==> src/rtl/cfg_onehot_decoder.sv <==
module cfg_onehot_decoder #(
  parameter logic [31:0] CFG_BASE = 32'h8080_0000,
  parameter logic [31:0] IO_BASE  = 32'h8000_0000,
  parameter int          SEL_BITS = 11,
  parameter int          TIMEOUT  = 64
) (
  input  logic        clk,
  input  logic        rst_n,
  input  logic        cpu_valid,
  input  logic        cpu_write,
  input  logic [31:0] cpu_addr,
  input  logic [2:0]  cpu_size,
  input  logic [31:0] cpu_wdata,
  output logic        cpu_ready,
  output logic [31:0] cpu_rdata,
  output logic        cfg_valid,
  output logic        cfg_write,
  output logic [15:0] cfg_addr,
  output logic [2:0]  cfg_size,
  output logic [31:0] cfg_wdata,
  output logic [3:0]  cfg_be,
  input  logic        cfg_ack,
  input  logic [31:0] cfg_rdata
);
  localparam int          SEL_LSB  = 11;
  localparam int          WIN_BITS = SEL_LSB + SEL_BITS;
  localparam int          CNT_W    = $clog2(TIMEOUT + 1);
  localparam logic [31:0] IDX_ADDR = IO_BASE + 32'hCF8;
  localparam logic [31:0] DAT_ADDR = IO_BASE + 32'hCFC;
  localparam logic [31:0] IDX_KEEP = 32'h80FF_FFFC;

  typedef enum logic [1:0] {S_IDLE, S_WAIT, S_DONE} st_t;

  function automatic logic [31:0] fill(input logic [2:0] s);
    case (s)
      3'd1:    fill = 32'h0000_00FF;
      3'd2:    fill = 32'h0000_FFFF;
      default: fill = 32'hFFFF_FFFF;
    endcase
  endfunction

  function automatic logic [3:0] lanes(input logic [2:0] s);
    case (s)
      3'd1:    lanes = 4'b0001;
      3'd2:    lanes = 4'b0011;
      default: lanes = 4'b1111;
    endcase
  endfunction

  st_t              state;
  logic [CNT_W-1:0] cnt;
  logic [31:0]      idx_q, rdata_q;
  logic [1:0]       lo_q;
  logic [2:0]       sz_q;
  logic             cfg_valid_q, cfg_write_q;
  logic [15:0]      cfg_addr_q;
  logic [2:0]       cfg_size_q;
  logic [31:0]      cfg_wdata_q;
  logic [3:0]       cfg_be_q;
  logic [4:0]       dev;
  logic             found;

  wire in_win  = (cpu_addr >> WIN_BITS) == (CFG_BASE >> WIN_BITS);
  wire in_idx  = cpu_addr[31:2] == IDX_ADDR[31:2];
  wire in_dat  = cpu_addr[31:2] == DAT_ADDR[31:2];
  wire size_ok = (cpu_size == 3'd1) ||
                 (cpu_size == 3'd2 && !cpu_addr[0]) ||
                 (cpu_size == 3'd4 && cpu_addr[1:0] == 2'b00);

  always_comb begin
    dev   = 5'(SEL_BITS);
    found = 1'b0;
    for (int i = 0; i < SEL_BITS; i++) begin
      if (!found && cpu_addr[SEL_LSB + i]) begin
        dev   = 5'(i);
        found = 1'b1;
      end
    end
  end

  wire [15:0] win_addr = {dev, cpu_addr[10:0]};
  wire [15:0] ind_addr = {idx_q[15:2], cpu_addr[1:0]};
  wire        go_win   = size_ok && in_win;
  wire        go_ind   = size_ok && !in_win && in_dat && idx_q[31];
  wire        idx_hit  = in_idx && cpu_size == 3'd4 && cpu_addr[1:0] == 2'b00;

  always_ff @(posedge clk) begin
    if (!rst_n) begin
      state       <= S_IDLE;
      cnt         <= '0;
      idx_q       <= '0;
      rdata_q     <= '0;
      lo_q        <= '0;
      sz_q        <= '0;
      cfg_valid_q <= 1'b0;
      cfg_write_q <= 1'b0;
      cfg_addr_q  <= '0;
      cfg_size_q  <= '0;
      cfg_wdata_q <= '0;
      cfg_be_q    <= '0;
    end else begin
      cfg_valid_q <= 1'b0;
      case (state)
        S_IDLE: if (cpu_valid) begin
          lo_q <= cpu_addr[1:0];
          sz_q <= cpu_size;
          cnt  <= '0;
          if (go_win || go_ind) begin
            cfg_valid_q <= 1'b1;
            cfg_write_q <= cpu_write;
            cfg_addr_q  <= go_win ? win_addr : ind_addr;
            cfg_size_q  <= cpu_size;
            cfg_wdata_q <= cpu_wdata << {cpu_addr[1:0], 3'b000};
            cfg_be_q    <= lanes(cpu_size) << cpu_addr[1:0];
            state       <= S_WAIT;
          end else begin
            state <= S_DONE;
            if (size_ok && idx_hit) begin
              rdata_q <= idx_q;
              if (cpu_write) idx_q <= cpu_wdata & IDX_KEEP;
            end else begin
              rdata_q <= fill(cpu_size);
            end
          end
        end
        S_WAIT: begin
          if (cfg_ack) begin
            rdata_q <= (cfg_rdata >> {lo_q, 3'b000}) & fill(sz_q);
            state   <= S_DONE;
          end else if (cnt == CNT_W'(TIMEOUT - 1)) begin
            rdata_q <= fill(sz_q);
            state   <= S_DONE;
          end else begin
            cnt <= cnt + 1'b1;
          end
        end
        default: state <= S_IDLE;
      endcase
    end
  end

  assign cpu_ready = state == S_DONE;
  assign cpu_rdata = rdata_q;
  assign cfg_valid = cfg_valid_q;
  assign cfg_write = cfg_write_q;
  assign cfg_addr  = cfg_addr_q;
  assign cfg_size  = cfg_size_q;
  assign cfg_wdata = cfg_wdata_q;
  assign cfg_be    = cfg_be_q;
endmodule


==> config.mk <==
export PLATFORM = sky130hd
export DESIGN_NAME = cfg_onehot_decoder
export DESIGN_NICKNAME = d
export VERILOG_FILES = /design/src/rtl/cfg_onehot_decoder.sv
export SDC_FILE = /design/constraint.sdc
export NUM_CORES = 1
export LEC_CHECK = 0
export ABC_AREA = 1
export BUFFER_PORTS_ARGS = -buffer_cell sky130_fd_sc_hd__buf_2
export CORE_MARGIN = 2
export CORE_UTILIZATION = 53
export DETAILED_ROUTE_END_ITERATION = 10
export HOLD_SLACK_MARGIN = 0.03
export PLACE_DENSITY = 0.85
export SYNTH_ARGS = -nofsm -noshare
export SYNTH_HDL_FRONTEND = slang
export SYNTH_SLANG_ARGS = --single-unit
==> constraint.sdc <==
create_clock -name clk -period 1.9 [get_ports clk]
set_input_delay 0.19 -clock clk [delete_from_list [all_inputs] [get_ports clk]]
set_output_delay 0.19 -clock clk [all_outputs]
set_load 0.02 [all_outputs]
### After elaboration in Yosys (flattened, before gate mapping)

Index checks and enable logic that the tools add are counted.

* output and inout port bits: 90
* latch bits: 0
* memories kept: 0
* bits in registers: 126
* memory bits (writable): 0
* ROM bits: 0
* input port bits: 104

* multiplexer cells: 48
* magnitude comparators: 0
* div/mod/pow operators: 0
* shifts and indexed selects: 3
* add/sub/neg operators: 1
* bitwise operators: 2
* eq/ne operators: 16
* multiply operators: 0
* reduce and logical (&&, ||, !) cells: 44

Operators with widths (number)
* $mux W32: 8
* $pmux W32 S2: 3
* $eq A30 B30 Y1 const B: 2
* $mux W5: 8
* $and A32 B32 Y32: 1
* $shl A32 B5 Y32: 1
* $shr A32 B5 Y32: 1
* $mux W4: 7
* $mux W7: 3
* $logic_and A1 B1 Y1: 19
* $mux W16: 1
* $pmux W7 S2: 1
* $logic_not A1 Y1: 12
* $mux W1: 11
* $eq A10 B10 Y1 const B: 1
* $mux W2: 4
* $ne A2 B2 Y1 const B: 4
* $pmux W4 S2: 1
* $reduce_and A4 Y1: 2
* $add A7 B1 Y7 const B: 1
* $eq A7 B6 Y1 const B: 1
* $eq A3 B1 Y1 const B: 2
* $eq A3 B2 Y1 const B: 2
* $reduce_and A3 Y1: 2
* other kinds (12): 16

### Depth between registers and ports, before layout

* depth after elaboration: 32
* mapped depth: 13
* depth with buffers taken out: 11

### Worst setup path after synthesis

No wires, ideal clock.

* path type: reg2reg
* start point: reg cnt[0]
* end point: reg rdata_q[10] (netlist: cpu_rdata[10])
* path slack: 0.297 ns
* arrival time: 1.491 ns
* clock period less this slack: 1.603 ns
* stages on the path, launching flop included: 12
* buffers on the path: 1
* path through: dfxtp_1 > ha_1 > inv_1 > nor3_1 > nand3_1 > nand3_1 > nand2_1 > inv_1 > clkbuf_1 > nand3_1 > nor2_1 > nor2_1

* cells in the longest elaborated chain, start to end: 3

RTL lines
* start, declared: line 51 `logic [CNT_W-1:0] cnt;`
* start signal, assigned: line 134 `cnt <= cnt + 1'b1;`
* $eq A7 B6 Y1: line 130 `end else if (cnt == CNT_W'(TIMEOUT - 1)) begin`
* $ne A3 B3 Y1 (no line)
* $reduce_and A4 Y1 (no line)
* end signal, assigned: line 122 `rdata_q <= fill(cpu_size);`
* end signal, assigned: line 128 `rdata_q <= (cfg_rdata >> {lo_q, 3'b000}) & fill(sz_q);`
* end signal, assigned: line 131 `rdata_q <= fill(sz_q);`
* end, declared: line 52 `logic [31:0] idx_q, rdata_q;`

No other way between the ends.
A chain may end at the register's enable or synchronous reset.

### Final worst setup path

* start point: reg state[0]
* end point: reg rdata_q[31] (netlist: cpu_rdata[31])

* cells in the longest elaborated chain, start to end: 3
* elaborated cells on any way between the ends: 8

RTL lines
* start, declared: line 50 `st_t state;`
* start signal, assigned: line 89 `state <= S_IDLE;`
* start signal, assigned: line 115 `state <= S_WAIT;`
* start signal, assigned: line 117 `state <= S_DONE;`
* $eq A2 B1 Y1 / $logic_not A2 Y1 (equally long branches): line 103 `case (state)`
* $ne A3 B3 Y1 (no line), or another cell as far along
* $reduce_and A4 Y1 (no line)
* end signal, assigned: line 119 `rdata_q <= idx_q;`
* end signal, assigned: line 122
* end signal, assigned: line 128

Several ways; a longest one is shown, not always the timed one.

==> impl_metrics.py <==
metrics = {
    "drt": {
        "first_pass_iters": 7,
        "wire_per_inst_um": 14.6,
        "drt_iter0_drc": 775,
        "topRoutingLayerUsed": "met4",
        "drcViolationCount": 0,
        "wl_met1_um": 8990,
        "totalWireLength_um": 21400,
        "wl_met2_um": 9980,
        "routed-wl-met3_um": 1740,
        "avgViaCountPerCell": 5.26,
        "vias": 7699,
        "antenna_left": 0,
    },
    "sta": {
        "fin_skew_ns": 0.00667,
        "fin_crit_sh_pct": 93.7,
        "hold_violations": 0,
        "rsz0062_at_grt": "true",
        "setup_viol": 0,
        "finalMaxSlewViolations": 0,
        "relSlewSlack_pct": 74.1,
        "clock.fmax_mhz": 562,
        "worstMarginPinSlew_ns": 0.384,
        "worst_hold_slack_ns": 0.0409,
        "layout_min_cycle_time_ns": 1.78,
    },
    "run": {
        "cap_violations": 0,
    },
    "cts": {
        "root_buffer": "clkbuf_16",
        "numCtsBuffers": 17,
        "cts_buffer_depth": 2,
        "cts_max_level": 4,
        "worstSkewPairLatency_ns": 0.42,
        "cts_tree": "yes",
        "cts.reportedPaths.clkPinSlew_ns": 0.06,
        "cts.sinks": 126,
    },
    "power_and_ir_drop": {
        "irDropWorstVdd_mv": 0.577,
        "p_switching_mw": 1.85,
        "combinationalPowerShare_pct": 13.1,
        "p_clk_share_pct": 48.6,
        "power.density_nw_per_um2": 814,
        "netSwitchingFraction_pct": 25.8,
        "leakagePower_nw": 4.49,
        "power.internal_mw": 5.33,
        "seqPwrFrac_pct": 38.3,
    },
    "synthesis": {
        "avgSynthCellArea_um2": 6.28,
        "ys_ff_latch": 126,
        "synth_top_area_share_pct": 37.2,
        "yosysWarningCount": 0,
        "synth_largest_area_cell": "dfxtp_1",
        "synth_ff_type": "dfxtp_1",
        "yosys.cell_types.count": 36,
        "ys_seq_area_share_pct": 37.2,
        "synth.area.top_cells": "dfxtp_1 37%, nand2_1 19%, o21ai_0 8.3%",
        "synth-async-reset-ratio_pct": 0,
        "netlist_area_um2": 6770,
        "syn-instance-count": 1078,
        "synth_nets": 1183,
        "synth_edf_count": 0,
    },
    "finish": {
        "final_area_um2": 8820,
        "drive_gt1_share_pct": 24.1,
        "multi_input_area_um2": 3600,
        "layout.nets": 1384,
        "regArea_um2": 2520,
        "syn_to_final_growth_pct": 30.2,
        "antenna_cells": 0,
        "fillerInstances": 1066,
    },
    "worst_setup_path": {
        "startpoint_type": "flip-flop",
        "crit_start": "state[0]$_SDFFE_PN0P_",
        "slowest_delay_ns": 0.38,
        "critical-path-top-delay-family": "simple AND/OR/NAND/NOR gates",
        "worstPathRequired_ns": 2.21,
        "cp.buffers_inverters": 3,
        "cp_max_fo": 11,
        "r2r-start": "state[0]$_SDFFE_PN0P_",
        "cp_common_cell": "nor2_1",
        "endpoint": "cpu_rdata[31]$_SDFFE_PN0P_",
        "worstRegToRegCells": 8,
        "r2r-end": "cpu_rdata[31]$_SDFFE_PN0P_",
        "worstPathCellList": "inv_1, nor2_1, buf_4, inv_1, nand3_2, nand3_2, nor2_1, nor2_1",
        "r2r_slack_ns": 0.12,
        "worstSetupPathType": "flip-flop to flip-flop",
        "cp-end-kind": "flip-flop",
        "worstPathArrival_ns": 2.09,
        "slowest_stage": "dfxtp_1",
        "cp.depth": 8,
    },
    "floorplanning": {
        "start_util_pct": 53.9,
        "die_w_um": 117,
        "die_y_um": 117,
        "io_pins": 194,
        "fp-row-count": 41,
        "coreArea_um2": 12600,
        "dieArea_um2": 13700,
    },
    "global_route": {
        "grt_max_degree": 49,
        "grtUsageTotal_pct": 31.7,
        "grt_overflow_total": 0,
        "grt_pass1_vias": 7058,
        "grt_pass1_wl_um": 33800,
        "antenna_found_initial": 0,
    },
    "place": {
        "port_buffers": 193,
        "dp_hpwl_um": 16000,
        "place.gp.congestion": 0.945,
        "dpl_cell_area_um2": 8090,
    },
    "run_status": {
        "status": "completed",
    },
    "min_path": {
        "min_path_cells": 3,
        "hold_class": "primary input to flip-flop",
    },
}
## cell usage after synthesis, types with 10 or more instances
cell type	instances
nand2_1	343
o21ai_0	113
nor3_1	16
inv_1	110
buf_2	10
nor2_1	113
o211ai_1	14
dfxtp_1	126
a21oi_1	57
nand3_1	64
clkbuf_1	35
or2_2	10
## worst min-delay path: stages
cell	delay, ns
buf_2	0.11
nand3_1	0.07
nand2_1	0.06
## metrics by stage
stage                     power, mW  utilization [%]  TNS [ns]  instances  setup slack (ns)
after global placement         3.70             64.4         0       1429             0.122
after CTS                      7.16             69.6         0       1462            0.0207
after detailed placement       3.71             64.4  -0.00328       1429          -0.00328
final                          7.18             70.2         0       1464             0.121
after floorplan                3.34                -         0       1078             0.297
after global routing           7.45             70.2   -0.0250       1464           -0.0145
## worst min path at each step
stage,to,from
floorplan,cfg_size[0]$_SDFFE_PN0P_,cpu_size[0]
CTS,cfg_wdata[0]$_SDFFE_PN0P_,cpu_wdata[0]
global placement,cfg_write$_SDFFE_PN0P_,cfg_write$_SDFFE_PN0P_
finish,cfg_wdata[3]$_SDFFE_PN0P_,cpu_wdata[3]
detailed placement,cfg_wdata[29]$_SDFFE_PN0P_,cfg_wdata[29]$_SDFFE_PN0P_
global route,cfg_wdata[0]$_SDFFE_PN0P_,cpu_wdata[0]
## cell families (layout without fill, tap and decap cells)
group / after synthesis / in the layout / share of synthesized area [%]
compound gates: 201 / 201 / 16.2
xor+xnor: 1 / 1 / 0.129
fa+ha+maj: 1 / 1 / 0.185
buf+inv: 175 / 388 / 10.5
flops: 126 / 126 / 37.2
mux: 8 / 8 / 1.18
simple gates: 566 / 567 / 34.5
## layout by cell type, fill, tap and decap left out, drive strengths merged, types with 9 or more instances in the layout
cell / count
nor3: 16
o211ai: 14
or2: 10
nand3: 69
clkinv: 9
nand2: 346
clkbuf: 19
dfxtp: 126
buf: 237
o21ai: 114
a21oi: 57
nor2: 117
inv: 117
## layout make-up
type | instances | share of cell area, %
Timing Repair Buffer | 238 | 15.8
Clock buffer | 19 | 5.14
Sequential cell | 126 | 28.6
Inverter | 118 | 5.05
Multi-Input combinational cell | 778 | 40.8
Tap cell | 172 | 2.44
Clock inverter | 13 | 2.11
## layer usage
layer | global-route usage, % | vias up
li1 | - | 3830
met1 | 40.4 | 3429
met2 | 51.9 | 381
met3 | 7.72 | 59
met4 | 13.0 | 0
met5 | 0 | -
## flip-flops by register name, summed over array words and instances, names as in the netlist, 3 cells and up
| register | flops |
|---|---|
| cfg_addr | 16 |
| cfg_be | 4 |
| cfg_size | 3 |
| cfg_wdata | 32 |
| cnt | 7 |
| cpu_rdata | 32 |
| idx_q | 23 |
| sz_q | 3 |
## power groups by stage
stage	Combinational [mW]	Clock [mW]	Sequential, mW
floorplan	0.469	0	2.87
global placement	0.893	0	2.80
detailed placement	0.900	0	2.81
CTS	0.909	3.51	2.75
global route	1.05	3.64	2.76
finish	0.939	3.49	2.75
## what timing repair did
item | 4_1_cts | 5_1_grt
endpoints found under the hold margin | 1 | 0
buffers inserted | 0 | 1
hold buffers | 1 | 0
gates cloned | 0 | 1
pin swaps | 0 | 5
resized for setup | 1 | 16
endpoints found under the setup margin | 16 | 35
Power figures use the tool's default switching activity.
